===== config.mk =====
export PLATFORM = sky130hd
export DESIGN_NAME = ctx_cache
export DESIGN_NICKNAME = d
export VERILOG_FILES = /design/src/rtl/ctx_pkg.sv /design/src/rtl/ctx_store.sv /design/src/rtl/ctx_ctrl.sv /design/src/rtl/ctx_cache.sv
export SDC_FILE = /design/constraint.sdc
export NUM_CORES = 1
export LEC_CHECK = 0
export BUFFER_PORTS_ARGS = -buffer_cell sky130_fd_sc_hd__buf_2
export CAP_MARGIN = 40
export CORE_MARGIN = 2
export CORE_UTILIZATION = 45
export DETAILED_ROUTE_END_ITERATION = 12
export HOLD_SLACK_MARGIN = 0.15
export SYNTH_ARGS = -nofsm -noshare
export SYNTH_HDL_FRONTEND = slang
export SYNTH_SLANG_ARGS = --single-unit

===== constraint.sdc =====
create_clock -name clk -period 20.5 [get_ports clk]
set_clock_uncertainty 0.2 [all_clocks]
set_input_delay 4.1 -clock clk [delete_from_list [all_inputs] [get_ports clk]]
set_output_delay 4.1 -clock clk [all_outputs]
set_load 0.01 [all_outputs]

===== src/rtl/ctx_pkg.sv =====
package ctx_pkg;
  localparam int MODE_W = 2;
  localparam int PRIO_W = 3;
  localparam int ADDR_W = 32;
  localparam int REC_W  = MODE_W + PRIO_W + 2 * ADDR_W;

  typedef struct packed {
    logic [MODE_W-1:0] mode;
    logic [PRIO_W-1:0] prio;
    logic [ADDR_W-1:0] rxBase;
    logic [ADDR_W-1:0] txBase;
  } ctxRec_t;

  // strobes from control to datapath
  typedef struct packed {
    logic rdHit;      // read hit way into response, touch it
    logic wrEn;       // write record (in place or allocate)
    logic wrFromMem;  // write source is the memory fill
    logic inval;      // invalidate management ID
  } ctxCmd_t;
endpackage


===== src/rtl/ctx_store.sv =====
module ctx_store
  import ctx_pkg::*;
#(
  parameter int NUM_WAYS = 4,
  parameter int ID_W     = 4
) (
  input  logic            clk,
  input  logic            rstN,
  input  ctxCmd_t         cmd,
  input  logic [ID_W-1:0] lkId,
  input  logic [ID_W-1:0] mgId,
  input  logic            mgPin,
  input  ctxRec_t         mgRec,
  input  logic [ID_W-1:0] fetchId,
  input  ctxRec_t         memRec,
  output logic            lkHit,
  output logic            victimOk,
  output ctxRec_t         rspRec
);
  localparam int WAY_W = (NUM_WAYS > 1) ? $clog2(NUM_WAYS) : 1;

  logic [NUM_WAYS-1:0] vld, pin;
  logic [ID_W-1:0]     tag [NUM_WAYS];
  ctxRec_t             rec [NUM_WAYS];
  logic [WAY_W-1:0]    age [NUM_WAYS];

  logic [NUM_WAYS-1:0] lkMatch, wrMatch, mgMatch;
  logic [ID_W-1:0]     wrId;
  logic [WAY_W-1:0]    lkWay, wrWay, mgWay, victim, wrTgt, touchWay;
  logic                wrHitAny, wrDo, touchEn, haveFree;
  logic [WAY_W-1:0]    bestAge;

  assign wrId = cmd.wrFromMem ? fetchId : mgId;

  for (genvar g = 0; g < NUM_WAYS; g++) begin : gMatch
    assign lkMatch[g] = vld[g] && (tag[g] == lkId);
    assign wrMatch[g] = vld[g] && (tag[g] == wrId);
    assign mgMatch[g] = vld[g] && (tag[g] == mgId);
  end

  assign lkHit    = |lkMatch;
  assign wrHitAny = |wrMatch;

  always_comb begin
    lkWay = '0;
    wrWay = '0;
    mgWay = '0;
    for (int i = NUM_WAYS - 1; i >= 0; i--) begin
      if (lkMatch[i]) lkWay = WAY_W'(i);
      if (wrMatch[i]) wrWay = WAY_W'(i);
      if (mgMatch[i]) mgWay = WAY_W'(i);
    end
  end

  // victim: lowest free way, else oldest unpinned way
  always_comb begin
    victim   = '0;
    victimOk = 1'b0;
    haveFree = 1'b0;
    bestAge  = '0;
    for (int i = 0; i < NUM_WAYS; i++) begin
      if (!vld[i] && !haveFree) begin
        haveFree = 1'b1;
        victimOk = 1'b1;
        victim   = WAY_W'(i);
      end
    end
    if (!haveFree) begin
      for (int i = 0; i < NUM_WAYS; i++) begin
        if (!pin[i] && (!victimOk || age[i] > bestAge)) begin
          victimOk = 1'b1;
          victim   = WAY_W'(i);
          bestAge  = age[i];
        end
      end
    end
  end

  assign wrTgt    = wrHitAny ? wrWay : victim;
  assign wrDo     = cmd.wrEn && (wrHitAny || victimOk);
  assign touchEn  = cmd.rdHit || wrDo;
  assign touchWay = cmd.rdHit ? lkWay : wrTgt;

  always_ff @(posedge clk) begin
    if (!rstN) begin
      vld    <= '0;
      pin    <= '0;
      rspRec <= '0;
      for (int i = 0; i < NUM_WAYS; i++) begin
        tag[i] <= '0;
        rec[i] <= '0;
        age[i] <= WAY_W'(i);
      end
    end else begin
      if (wrDo) begin
        vld[wrTgt] <= 1'b1;
        tag[wrTgt] <= wrId;
        rec[wrTgt] <= cmd.wrFromMem ? memRec : mgRec;
        pin[wrTgt] <= cmd.wrFromMem ? (wrHitAny && pin[wrTgt]) : mgPin;
      end
      if (cmd.inval && |mgMatch) begin
        vld[mgWay] <= 1'b0;
        pin[mgWay] <= 1'b0;
      end
      if (touchEn) begin
        for (int i = 0; i < NUM_WAYS; i++) begin
          if (WAY_W'(i) == touchWay) age[i] <= '0;
          else if (age[i] < age[touchWay]) age[i] <= age[i] + 1'b1;
        end
      end
      if (cmd.rdHit) rspRec <= rec[lkWay];
      else if (cmd.wrEn && cmd.wrFromMem) rspRec <= memRec;
    end
  end

  // an ID never sits in two ways
  p_tag_unique_r7: assert property (@(posedge clk) disable iff (!rstN)
    $onehot0(lkMatch));

  // control issues at most one array operation per cycle
  p_one_op_r6: assert property (@(posedge clk) disable iff (!rstN)
    $onehot0({cmd.rdHit, cmd.wrEn, cmd.inval}));

  for (genvar g = 0; g < NUM_WAYS; g++) begin : gChk
    // pinned way survives everything except its own invalidate
    p_pin_kept_r5: assert property (@(posedge clk) disable iff (!rstN)
      vld[g] && pin[g] && !(cmd.inval && mgMatch[g])
      |=> vld[g] && tag[g] == $past(tag[g]));
    // invalidate clears valid and pin
    p_inval_clears_r8: assert property (@(posedge clk) disable iff (!rstN)
      cmd.inval && mgMatch[g] |=> !vld[g] && !pin[g]);
  end
endmodule


===== src/rtl/ctx_ctrl.sv =====
module ctx_ctrl
  import ctx_pkg::*;
#(
  parameter int ID_W = 4
) (
  input  logic            clk,
  input  logic            rstN,
  input  logic            lkValid,
  input  logic [ID_W-1:0] lkId,
  input  logic            lkHit,
  input  logic            victimOk,
  input  logic            mgValid,
  input  logic            mgInval,
  input  logic            memReqReady,
  input  logic            memRspValid,
  output logic            lkReady,
  output logic            mgReady,
  output ctxCmd_t         cmd,
  output logic [ID_W-1:0] fetchId,
  output logic            memReqValid,
  output logic            rspValid,
  output logic            rspErr,
  output logic [ID_W-1:0] rspId
);
  logic fetching, lkFire, mgFire, fillFire, startFetch, errOut;

  assign lkReady    = !mgValid && (!fetching || (lkHit && !memRspValid));
  assign mgReady    = !(fetching && memRspValid);
  assign lkFire     = lkValid && lkReady;
  assign mgFire     = mgValid && mgReady;
  assign fillFire   = fetching && memRspValid;
  assign startFetch = lkFire && !lkHit && victimOk;
  assign errOut     = lkFire && !lkHit && !victimOk;

  always_comb begin
    cmd           = '0;
    cmd.rdHit     = lkFire && lkHit;
    cmd.wrFromMem = fillFire;
    cmd.wrEn      = fillFire || (mgFire && !mgInval);
    cmd.inval     = mgFire && mgInval;
  end

  always_ff @(posedge clk) begin
    if (!rstN) begin
      fetching    <= 1'b0;
      memReqValid <= 1'b0;
      fetchId     <= '0;
      rspValid    <= 1'b0;
      rspErr      <= 1'b0;
      rspId       <= '0;
    end else begin
      if (startFetch) begin
        fetching    <= 1'b1;
        memReqValid <= 1'b1;
        fetchId     <= lkId;
      end else begin
        if (fillFire)    fetching    <= 1'b0;
        if (memReqReady) memReqValid <= 1'b0;
      end
      rspValid <= cmd.rdHit || errOut || fillFire;
      rspErr   <= errOut;
      rspId    <= fillFire ? fetchId : lkId;
    end
  end

  p_hit_next_cycle_r2: assert property (@(posedge clk) disable iff (!rstN)
    lkValid && lkReady && lkHit |=> rspValid && !rspErr && rspId == $past(lkId));

  p_req_held_r3: assert property (@(posedge clk) disable iff (!rstN)
    memReqValid && !memReqReady |=> memReqValid && $stable(fetchId));

  p_no_dup_req_r6: assert property (@(posedge clk) disable iff (!rstN)
    fetching |=> !$rose(memReqValid));

  p_err_no_fetch_r5: assert property (@(posedge clk) disable iff (!rstN)
    lkValid && lkReady && !lkHit && !victimOk |=> rspValid && rspErr && !memReqValid);
endmodule


===== src/rtl/ctx_cache.sv =====
module ctx_cache
  import ctx_pkg::*;
#(
  parameter int NUM_WAYS = 4,
  parameter int ID_W     = 4
) (
  input  logic             clk,
  input  logic             rstN,
  input  logic             lkValid,
  input  logic [ID_W-1:0]  lkId,
  output logic             lkReady,
  input  logic             mgValid,
  input  logic             mgInval,
  input  logic             mgPin,
  input  logic [ID_W-1:0]  mgId,
  input  logic [REC_W-1:0] mgRec,
  output logic             mgReady,
  output logic             memReqValid,
  output logic [ID_W-1:0]  memReqId,
  input  logic             memReqReady,
  input  logic             memRspValid,
  input  logic [REC_W-1:0] memRspRec,
  output logic             rspValid,
  output logic             rspErr,
  output logic [ID_W-1:0]  rspId,
  output logic [REC_W-1:0] rspRec
);
  ctxCmd_t         cmd;
  logic            lkHit, victimOk;
  logic [ID_W-1:0] fetchId;
  ctxRec_t         rspRecS;

  ctx_ctrl #(.ID_W(ID_W)) uCtrl (
    .clk(clk), .rstN(rstN), .lkValid(lkValid), .lkId(lkId), .lkHit(lkHit),
    .victimOk(victimOk), .mgValid(mgValid), .mgInval(mgInval),
    .memReqReady(memReqReady), .memRspValid(memRspValid), .lkReady(lkReady),
    .mgReady(mgReady), .cmd(cmd), .fetchId(fetchId), .memReqValid(memReqValid),
    .rspValid(rspValid), .rspErr(rspErr), .rspId(rspId)
  );

  ctx_store #(.NUM_WAYS(NUM_WAYS), .ID_W(ID_W)) uStore (
    .clk(clk), .rstN(rstN), .cmd(cmd), .lkId(lkId), .mgId(mgId), .mgPin(mgPin),
    .mgRec(ctxRec_t'(mgRec)), .fetchId(fetchId), .memRec(ctxRec_t'(memRspRec)),
    .lkHit(lkHit), .victimOk(victimOk), .rspRec(rspRecS)
  );

  assign memReqId = fetchId;
  assign rspRec   = rspRecS;
endmodule


; Word level (Yosys, flattened, before mapping)
; Memories as Yosys holds them, arrays and structs flattened.
; Cells that the tools add are included.
[totals]
regBits = 89
word_cells = 250
input_bits = 154
memories = 3
ram_bits = 300
output_inout_bits = 82
[memory_table]
columns = memory, words, word_bits, rd, rd_ports_with_merged_regs, wr, line
row1 = uStore.rec, 4, 69, 1, 0, 4, ctx_store.sv:24  ; ctxRec_t rec [NUM_WAYS];
row2 = uStore.tag, 4, 4, 4, 0, 4, ctx_store.sv:23  ; logic [ID_W-1:0] tag [NUM_WAYS];
row3 = uStore.age, 4, 2, 5, 0, 4, ctx_store.sv:25  ; logic [WAY_W-1:0] age [NUM_WAYS];
[op_classes]
mux = 117
bitwise = 12
n_addsub = 4
eq_ne = 15
n_lt_le_gt_ge = 12
reduce_logical = 75
[ops]
columns = operator, n
row1 = $mux 69, 4
row2 = $mux 2, 37
row3 = $reduce_or 69->1, 1
row4 = $mux 1, 63
row5 = $eq 4x4->1, 12
row6 = $logic_and 1x1->1, 36
row7 = $mux 4, 9
row8 = $logic_not 1->1, 20
row9 = $reduce_or 4->1, 4
row10 = $logic_or 1x1->1, 10
row11 = $add 2x1->2 const B, 4
row12 = $and 4x4->4, 2
row13 = $lt 2x2->1, 4
row14 = $or 1x1->1, 8
row15 = $gt 2x2->1, 3
row16 = $lt 2x3->1 const B, 2
row17 = $reduce_bool 2->1, 3
row18 = $bwmux 4, 1
row19 = $demux 1 s2, 2
row20 = $eq 2x2->1 const A, 2
row21 = $ge 2x1->1 const B, 2
row22 = $not 4->4, 1
row23 = $or 4x4->4, 1
row24 = $bmux 1 s2, 1
row25 = other kinds (3), 3

; Logic depth before layout (Yosys ltp)
; Gate-level depths: netlist (run 1).
[depth]
ltp_word = 39
mapped_depth = 27
ltp_nobuf = 27

; Cells and area by module
; Synthesis (run 1) repeated with hierarchy kept, for this count alone.
[hier_totals]
cells_unflattened = 1751
hier_area_um2 = 18891.9
[modules_own_cells]
columns = mod, n_inst, cells_per_inst, area_each_um2, seq_area_each_um2
row1 = ctx_store, 1, 1693, 18363.9, 10550.1
row2 = ctx_ctrl, 1, 58, 528.0, 240.2

; Worst setup path before layout (run 1)
; Ideal clock, no wire load.
[synth_timing]
kind = input -> output
start = input lkId[1]
end = output lkReady
cell_stages = 6
slack_ns = 10.736
t_required_ns = 16.200
arrival_time_ns = 5.464
n_path_buf = 1
cell_sequence = clkbuf_1 -> xnor2_1 -> nand3_1 -> nor3_1 -> nor4_1 -> a21boi_0
[synth_between]
elab_chain_cells = 6
elab_cells_between_ends = 12
classes_between = 4 x eq/ne / 8 x reduce/logical
[synth_rtl]
columns = item, line
row1 = start: declaration, ctx_cache.sv:10  ; input logic [ID_W-1:0] lkId,
row2 = $eq 4x4->1, ctx_store.sv:36  ; assign lkMatch[g] = vld[g] && (tag[g] == lkId);
row3 = $logic_and 1x1->1, ctx_store.sv:36
row4 = $reduce_or 4->1 *, ctx_store.sv:41  ; assign lkHit = |lkMatch;
row5 = $logic_and 1x1->1 *, ctx_ctrl.sv:27  ; assign lkReady = !mgValid && (!fetching || (lkHit && !memRspValid));
row6 = $logic_or 1x1->1 *, ctx_ctrl.sv:27
row7 = $logic_and 1x1->1 *, ctx_ctrl.sv:27
row8 = end: declaration, ctx_cache.sv:11  ; output logic lkReady,
; Every way passes the cells marked *; elsewhere a longest branch is shown, timed or not.

; Final worst setup path (run 1)
[layout_timing]
start = input lkId[3]
end = output lkReady
; Same word-level chain as after synthesis.

==> results of run 1 <==
-- how the worst max path moves through the flow --
stage          cells past startpoint  slack (ps)  endpoint  startpoint
4_1_cts                            7       10300   lkReady     lkId[3]
2_1_floorplan                      6       10740   lkReady     lkId[1]
6_report                           7       10340   lkReady     lkId[3]
5_1_grt                            7       10080   lkReady     lkId[3]
3_3_place_gp                       7       10350   lkReady     lkId[3]
3_5_place_dp                       7       10320   lkReady     lkId[3]
-- registers in the layout (all words and copies together) (netlist names) --
signal and count:
uStore.rec 276, uStore.rspRec 69, uStore.tag 16, uStore.age 8, uCtrl.fetchId 4, uCtrl.rspId 4
uStore.pin 4, uStore.vld 4, uCtrl.fetching 1, uCtrl.memReqValid 1, uCtrl.rspErr 1, uCtrl.rspValid 1
-- tightest hold or removal path: cells and delay by family, from the launching register on --
kind	cells	cell delay [ps]
and+or+nand+nor	1	70
DFF	1	350
AOI/OAI and AO/OA	1	60
-- power breakdown --
part | total [W] | switching [W] | internal [W]
logic | 0.000188 | 0.000122 | 0.0000662
clock network | 0.000787 | 0.000322 | 0.000464
registers | 0.000912 | 0.0000174 | 0.000895
-- cell type report --
type	instances	area, um^2
sequential	389	10800
clock inverter	16	158
clock buffer	65	1290
inverter	88	338
timing repair buffer	264	1580
tap	539	674
multi-input combinational	1482	7380
fill	3939	19600
-- layout by cell type (no fill, tap or decap), types with 66 or more instances in the layout --
| cell | Yosys | layout |
|---|---|---|
| a21oi_1 | 223 | 223 |
| and3_1 | 75 | 75 |
| buf_2 | 1 | 234 |
| dfxtp_1 | 89 | 88 |
| edfxtp_1 | 300 | 300 |
| inv_1 | 87 | 87 |
| nand2_1 | 509 | 503 |
| nand3_1 | 83 | 83 |
| nor2_1 | 238 | 237 |
| o21ai_0 | 95 | 92 |
| or2_1 | 66 | 66 |
-- metal layers --
metal	part of all wire, %	wire length, um	GRT usage (%)
met4	2.4	1270	6.97
met3	5.7	2970	4.16
met2	47	24300	39.6
met5	0.017	9	0
met1	45	23600	32.0
-- per-stage QoR --
step,instances,cell area [um^2],worst slack (ps)
floorplan,2108,19000,10740
global placement,2750,20500,10350
detailed placement,2761,20800,10320
CTS,2842,22200,10300
global route,2843,22200,10080
finish,2843,22200,10340
-- cells by family after synthesis --
logic type	after synthesis	synth area share (%)
multiplexers	12	0.863
AND/OR/NAND/NOR	1046	24.1
AO/OA/AOI/OAI	367	10.5
buffers and inverters	237	4.89
adder cells (fa/ha/maj)	9	0.579
flip-flops	389	56.8
XOR/XNOR	48	2.21
==> flow_metrics.tcl, run 1 <==
set metrics [dict create \
    maxClockFrequency_mhz 98.4 \
    ys_seq_elements 389 \
    hold_buffers 0 \
    critPathMaxStageDelay_ps 670 \
    ys.flop_type "edfxtp_1" \
    synth_top_cells_by_count "nand2_1 (509), edfxtp_1 (300), nor2_1 (238)" \
    worstPathArrival_ps 5860 \
    htreeDepth 2 \
    cts_buffer_depth 3 \
    grt_remaining_overflow 0 \
    syn_nets 2269 \
    die_area_mm2 0.0439 \
    drt-wirelength-per-cell_um 18.3 \
    cpLargestDelayFamily "simple AND/OR/NAND/NOR gates" \
    clock_latency_ps 570 \
    postCtsSetupBuffers 0 \
    rr_worst_depth 29 \
    start_util_pct 45.4 \
    ys_seq_area_share_pct 56.8 \
    die_h_um 209 \
    final_util_pct 53.1 \
    layout-drive-gt1-share_pct 16.2 \
    synthTopCellsByArea "edfxtp_1 (47%), nand2_1 (10%), dfxtp_1 (9.4%), a21oi_1 (5.9%), nor2_1 (4.7%)" \
    grt_first_pass_wirelength_mm 81.8 \
    min_to "uCtrl.rspId[0]" \
    final.min_clock_period_ps 10160 \
    ir_drop_uv 49.2 \
    crit_chain "buf_2 > xnor2_1 > nand3_1 > nor3_1 > nor4_1 > a21boi_0 > buf_2" \
    path_max_fanout 6 \
    hold_viol 0 \
    yosysTopAreaCell "edfxtp_1" \
    gp_congestion 0.914 \
    status "complete, no violations" \
    cts_sinks 389 \
    tns_ps 0 \
    finalWirelength_mm 52.1 \
    crit_top_cell "buf_2" \
    cp_slowest_cell "nor3_1" \
    p_total_w 0.00189 \
    grt_antenna_before_repair 1 \
    path_clk_slew_ps 50 \
    cp.required_ps 16200 \
    portBuffers 235 \
    synth.yosys.warnings 0 \
    path_buf_inv 2 \
    setup.worst_path.start_class "input port" \
    ys_types 65 \
    areaGrowthSynthToFinish_pct 16.9 \
    syn_avg_cell_area_um2 9.01 \
    vias 15230 \
    dp_hpwl_mm 31.9 \
    drc 0 \
    die_w_um 209 \
    n_antenna_cell 0 \
    async_flop_share_pct 0 \
    worst_slew_pin_slew_ps 922 \
    finalMaxSlewViolations 0 \
    slew-limit-headroom_pct 38.6 \
    synth_edf_count 300 \
    drtIter0Drc 968 \
    post-route-period-util_pct 49.6 \
    p_leak_nw 9.83 \
    min_path_type "flip-flop to flip-flop" \
    r2r_setup_slack_ps 12860 \
    cts_root_buf "clkbuf_16" \
    worstHoldPathCells 2 \
    nets 2430 \
    rsz0062_at_grt "no" \
    io_pins 236 \
    hold_start "uCtrl.fetchId[0]" \
    ant_nets 0 \
    power_density_mw_per_mm2 85.0 \
    yosysMostFrequentCell "nand2_1" \
    cts_tree "built" \
    r2r-start "uStore.vld[2]" \
    yosysTopAreaCellShare_pct 47.4 \
    numCtsBuffers 44 \
    ctsResizeCount 0 \
    core_area_mm2 0.0419 \
    grt_usage_pct 23.8 \
    fin_hold_ws_ps 340 \
    cap_viol_max_count 0 \
    dr.pass1.iters 6 \
    r2r-end "uStore.rec[2][15]" \
    setup_viol 0 \
    grt_pass1_vias 14900 \
    syn_area_mm2 0.0190 \
    setup.worst_path.end_class "output pin" \
    routed_via_density 5.36 \
    rows 75 \
    synth_cells 2108 \
    grt_start_max_net_pins 154 \
    critPathKind "input port to output pin" \
]
No activity file was read; power rests on OpenSTA's default activity.
==> run 2: changes to the inputs <==
--- a/config.mk
+++ b/config.mk
@@ -11,6 +11,7 @@
 export CORE_UTILIZATION = 45
 export DETAILED_ROUTE_END_ITERATION = 12
 export HOLD_SLACK_MARGIN = 0.15
+export PLACE_DENSITY = 0.67
 export SYNTH_ARGS = -nofsm -noshare
 export SYNTH_HDL_FRONTEND = slang
 export SYNTH_SLANG_ARGS = --single-unit
==> constraint.sdc (replaced) <==
create_clock -name clk -period 8.31 [get_ports clk]
set_clock_uncertainty 0.2 [all_clocks]
set_input_delay 1.662 -clock clk [delete_from_list [all_inputs] [get_ports clk]]
set_output_delay 1.662 -clock clk [all_outputs]
set_load 0.01 [all_outputs]
==> flow_metrics.tcl, run 2 (synthesized netlist as in run 1, its figures left out) <==
set metrics [dict create \
    comb_power_share_pct 10.1 \
    worst_slew_pin_slew_ps 860 \
    worstPathArrival_ps 6900 \
    p_leak_nw 9.78 \
    start_util_pct 45.4 \
    worst_slack_ps 1470 \
    cts_buffer_depth 3 \
    setup.worst_path.end_class "flip-flop" \
    min_path_type "flip-flop to flip-flop" \
    grt_remaining_overflow 0 \
    cts_root_buf "clkbuf_16" \
    finalMaxSlewViolations 0 \
    post-place-cells 2763 \
    routed_via_density 5.40 \
    finalWirelength_mm 52.6 \
    ant_nets 0 \
    dp_slack_ps 1610 \
    path_max_fanout 48 \
    setup.worst_path.start_class "flip-flop" \
    grt_antenna_before_repair 1 \
    worstHoldPathCells 2 \
    dp_hpwl_mm 32.9 \
    drt-wirelength-per-cell_um 18.5 \
    cp.required_ps 8370 \
    grt_first_pass_wirelength_mm 82.1 \
    top_register "uStore.rec" \
    htreeDepth 2 \
    grt_pass1_vias 14823 \
    power_density_mw_per_mm2 209 \
    gp_congestion 0.888 \
    die_w_um 209 \
    drc 0 \
    clock_latency_ps 560 \
    core_area_mm2 0.0419 \
    postCtsSetupBuffers 0 \
    fin_cells 2839 \
    grt_start_max_net_pins 86 \
    tns_ps 0 \
    die_h_um 209 \
    ir_drop_uv 135 \
    hold_start "uCtrl.fetchId[2]" \
    final_common_cell "nand2_1" \
    cts_tree "built" \
    rows 75 \
    r2r_setup_slack_ps 1470 \
    layout-drive-gt1-share_pct 16.0 \
    r2r-end "uStore.rec[3][34]" \
    maxClockFrequency_mhz 146 \
    status "complete, no violations" \
    largest_reg_flops 276 \
    nets 2429 \
    n_antenna_cell 0 \
    cap_viol_max_count 0 \
    p_int_w 0.00351 \
    post-route-period-util_pct 82.3 \
    portBuffers 235 \
    cts_sinks 389 \
    pwr-share-clk_pct 41.3 \
    io_pins 236 \
    swShare_pct 24.2 \
    switching_power_w 0.00112 \
    path_clk_slew_ps 60 \
    r2r-start "uStore.vld[2]" \
    rsz0062_at_grt "no" \
    critPathKind "flip-flop to flip-flop" \
    slew-limit-headroom_pct 42.7 \
    final_util_pct 52.9 \
    hold_viol 0 \
    p_total_w 0.00463 \
    final_cell_mix "nand2_1 (503), edfxtp_1 (300), nor2_1 (237), buf_2 (235), a21oi_1 (223)" \
    setup_viol 0 \
    drtIter0Drc 1345 \
    min_to "uCtrl.rspId[2]" \
    final.min_clock_period_ps 6840 \
    reg_top3 "uStore.rec (276), uStore.rspRec (69), uStore.tag (16)" \
    numCtsBuffers 42 \
    grt_usage_pct 23.9 \
    ctsResizeCount 0 \
    areaGrowthSynthToFinish_pct 16.5 \
    hold_buffers 0 \
    dr.pass1.iters 5 \
    vias 15342 \
    rr_worst_depth 24 \
    p_seq_share_pct 48.6 \
    die_area_mm2 0.0439 \
]
## run 2: stage by stage
stage | area (um^2) | hold slack (ps)
finish | 22100 | 359
global placement | 20500 | 340
CTS | 22100 | 348
global route | 22100 | 381
floorplan | 19000 | 269
detailed placement | 20700 | 338
## run 2: how the worst max path moves through the flow
stage / startpoint / cells past startpoint / end
2_1_floorplan: uStore.age[0][1] / 25 / uStore.rec[0][0]
3_3_place_gp: uStore.vld[2] / 26 / uStore.rec[2][36]
3_5_place_dp: uStore.vld[2] / 26 / uStore.rec[2][36]
4_1_cts: uStore.vld[0] / 26 / uStore.rec[2][36]
5_1_grt: uStore.vld[0] / 25 / uStore.rec[3][34]
6_report: uStore.vld[2] / 24 / uStore.rec[3][34]
## run 2: worst max-delay path, cell delays in order, from the launching register on
cell and delay [ps]:
dfxtp_1 460, nand4_1 240, a21oi_1 310, nand2_1 120
ha_1 300, nor2b_1 120, o21ai_0 90, a31oi_1 340
mux2_2 400, ha_1 270, a21oi_1 140, o21ai_0 130
o21ai_0 190, nor2_1 70, a21oi_1 140, ha_1 270
nor2b_1 160, o21ai_0 150, o211ai_1 170, o211a_1 260
nor3_1 560, nor2_1 240, nand3_1 250, nand2_4 440
buf_4 470
## run 2: metal layers
layer / vias to the layer above / track usage [%] / part of all wire, %
met3: 79 / 3.26 / 6.2
li1: 7431 / - / -
met4: 2 / 7.17 / 2.3
met5: - / 0 / 0.032
met2: 475 / 39.4 / 47
met1: 7355 / 33.1 / 44
## run 2: area by class of cell
| type | count | area, um^2 |
|---|---|---|
| Clock inverter | 13 | 151 |
| Fill cell | 3868 | 19700 |
| Inverter | 88 | 338 |
| Multi-Input combinational cell | 1482 | 7380 |
| Timing Repair Buffer | 265 | 1530 |
| Clock buffer | 63 | 1250 |
| Tap cell | 539 | 674 |
| Sequential cell | 389 | 10800 |
## run 2: power by group through the flow
stage	Combinational (W)	Clock, W	Sequential (W)
after floorplan	0.000280	0	0.00229
after global placement	0.000449	0	0.00229
after detailed placement	0.000466	0	0.00229
after CTS	0.000468	0.00195	0.00225
after global routing	0.000519	0.00202	0.00226
final	0.000467	0.00192	0.00225
==> run 3: changes to the inputs <==
==> constraint.sdc (replaced) <==
create_clock -name clk -period 5.95 [get_ports clk]
set_clock_uncertainty 0.2 [all_clocks]
set_input_delay 1.19 -clock clk [delete_from_list [all_inputs] [get_ports clk]]
set_output_delay 1.19 -clock clk [all_outputs]
set_load 0.01 [all_outputs]
==> flow_metrics.tcl, run 3 (synthesized netlist as in run 1, its figures left out) <==
set metrics [dict create \
    routed_via_density 5.41 \
    worstPathArrival_ps 5660 \
    worstHoldPathCells 2 \
    maxClockFrequency_mhz 178 \
    areaGrowthSynthToFinish_pct 19.1 \
    dp_slack_ps 119 \
    die_area_mm2 0.0439 \
    die_w_um 209 \
    finalMaxSlewViolations 0 \
    htreeDepth 2 \
    cts_root_buf "clkbuf_16" \
    worst_slew_pin_slew_ps 836 \
    hold_buffers 0 \
    io_pins 236 \
    grt_antenna_before_repair 1 \
    cts_sinks 389 \
    die_h_um 209 \
    worst_slack_ps 318 \
    cts_tree "built" \
    path_clk_slew_ps 60 \
    grt_first_pass_wirelength_mm 83.9 \
    setup.worst_path.end_class "flip-flop" \
    clock_latency_ps 560 \
    layout-drive-gt1-share_pct 18.2 \
    rows 75 \
    drt-wirelength-per-cell_um 18.6 \
    min_path_type "flip-flop to flip-flop" \
    post-place-cells 2805 \
    cap_viol_max_count 0 \
    path_max_fanout 5 \
    vias 15606 \
    grt_usage_pct 24.5 \
    setup_viol 0 \
    cp.required_ps 5970 \
    portBuffers 235 \
    hold_viol 0 \
    setup.worst_path.start_class "flip-flop" \
    final_cell_mix "nand2_1 (503), edfxtp_1 (300), nor2_1 (236), buf_2 (234), a21oi_1 (220)" \
    status "complete, no violations" \
    ant_nets 0 \
    final.min_clock_period_ps 5630 \
    cp_slowest_cell "edfxtp_1" \
    critPathMaxStageDelay_ps 350 \
    top_register "uStore.rec" \
    largest_reg_flops 276 \
    drc 0 \
    drtIter0Drc 1304 \
    crit_top_cell "ha_1" \
    critPathKind "flip-flop to flip-flop" \
    fin_cells 2885 \
    rr_worst_depth 27 \
    final_util_pct 54.1 \
    core_area_mm2 0.0419 \
    dr.pass1.iters 6 \
    grt_start_max_net_pins 104 \
    dp_hpwl_mm 34.3 \
    gp_congestion 0.883 \
    ir_drop_uv 220 \
    power_density_mw_per_mm2 282 \
    slew-limit-headroom_pct 44.2 \
    n_antenna_cell 0 \
    grt_pass1_vias 15504 \
    final_common_cell "nand2_1" \
    place_area_mm2 0.0212 \
    p_leak_nw 10.0 \
    start_util_pct 45.4 \
    grt_remaining_overflow 0 \
    reg_top3 "uStore.rec (276), uStore.rspRec (69), uStore.tag (16)" \
    finalWirelength_mm 53.7 \
    post-route-cell-area_mm2 0.0226 \
    nets 2474 \
    cts_buffer_depth 3 \
    post-route-period-util_pct 94.7 \
    numCtsBuffers 42 \
]
==> run 3: changes by cell type in the layout (fill, tap and decap cells not counted), moves of 3 or more <==
cell / previous run / this run
o21ai_1: 5 / 9
buf_4: 22 / 53
buf_12: 2 / 18
o21ai_0: 92 / 85
clkinv_2: 2 / 6
a21oi_1: 223 / 220
o21ai_2: 1 / 4
a21oi_2: 0 / 3
==> run 3: worst paths after layout <==
kind,startpoint,endpoint,slack (ps)
setup / recovery,uStore.age[0][0],uStore.age[3][1],320
hold / removal,uCtrl.fetchId[0],uCtrl.rspId[0],350
setup reg to reg,uStore.age[0][0],uStore.age[3][1],320
hold reg to reg,uCtrl.fetchId[0],uCtrl.rspId[0],350
==> run 3: critical path: cells and delay by family (launching register included) <==
| family | cells | cell delay [ps] |
|---|---|---|
| compound gates | 13 | 2340 |
| fa+ha+maj | 4 | 1030 |
| simple gates | 7 | 820 |
| flops | 1 | 350 |
| mux | 1 | 340 |
| buf+inv | 2 | 210 |
==> run 3: cell type report <==
cell class | instances | area [um^2]
inverters | 88 | 338
fillers | 3753 | 19200
clock buffers | 60 | 1180
multi-input cells | 1482 | 7450
well taps | 539 | 674
flip-flops and latches | 389 | 10800
repair buffers | 310 | 2050
clock inverters | 17 | 146
==> run 3: timing repair <==
action / 4_1_cts / 5_1_grt
setup buffers: 0 / 2
endpoints found under the hold margin: 0 / 0
setup endpoints to repair: 0 / 507
gates resized for setup: 0 / 24
==> run 3: per-stage QoR <==
step	total power, W	TNS (ps)	hold WS (ps)
3_3_place_gp	0.00386	0	339
5_1_grt	0.00662	-123	371
6_report	0.00638	0	348
4_1_cts	0.00642	0	358
3_5_place_dp	0.00389	0	342
2_1_floorplan	0.00359	0	269
==> run 3: power by group <==
part	switching, W	leakage, nW	total (W)	internal, W
logic	0.000443	5.56	0.000712	0.000269
registers	0.0000562	3.83	0.00314	0.00308
clock network	0.00106	0.645	0.00253	0.00147
==> run 3: routing by layer <==
| metal | up-vias | routed length, um | track usage [%] |
|---|---|---|---|
| met2 | 506 | 25400 | 40.9 |
| li1 | 7531 | - | - |
| met5 | - | 0 | 0 |
| met3 | 89 | 3280 | 3.16 |
| met1 | 7480 | 23600 | 33.1 |
| met4 | 0 | 1480 | 8.56 |
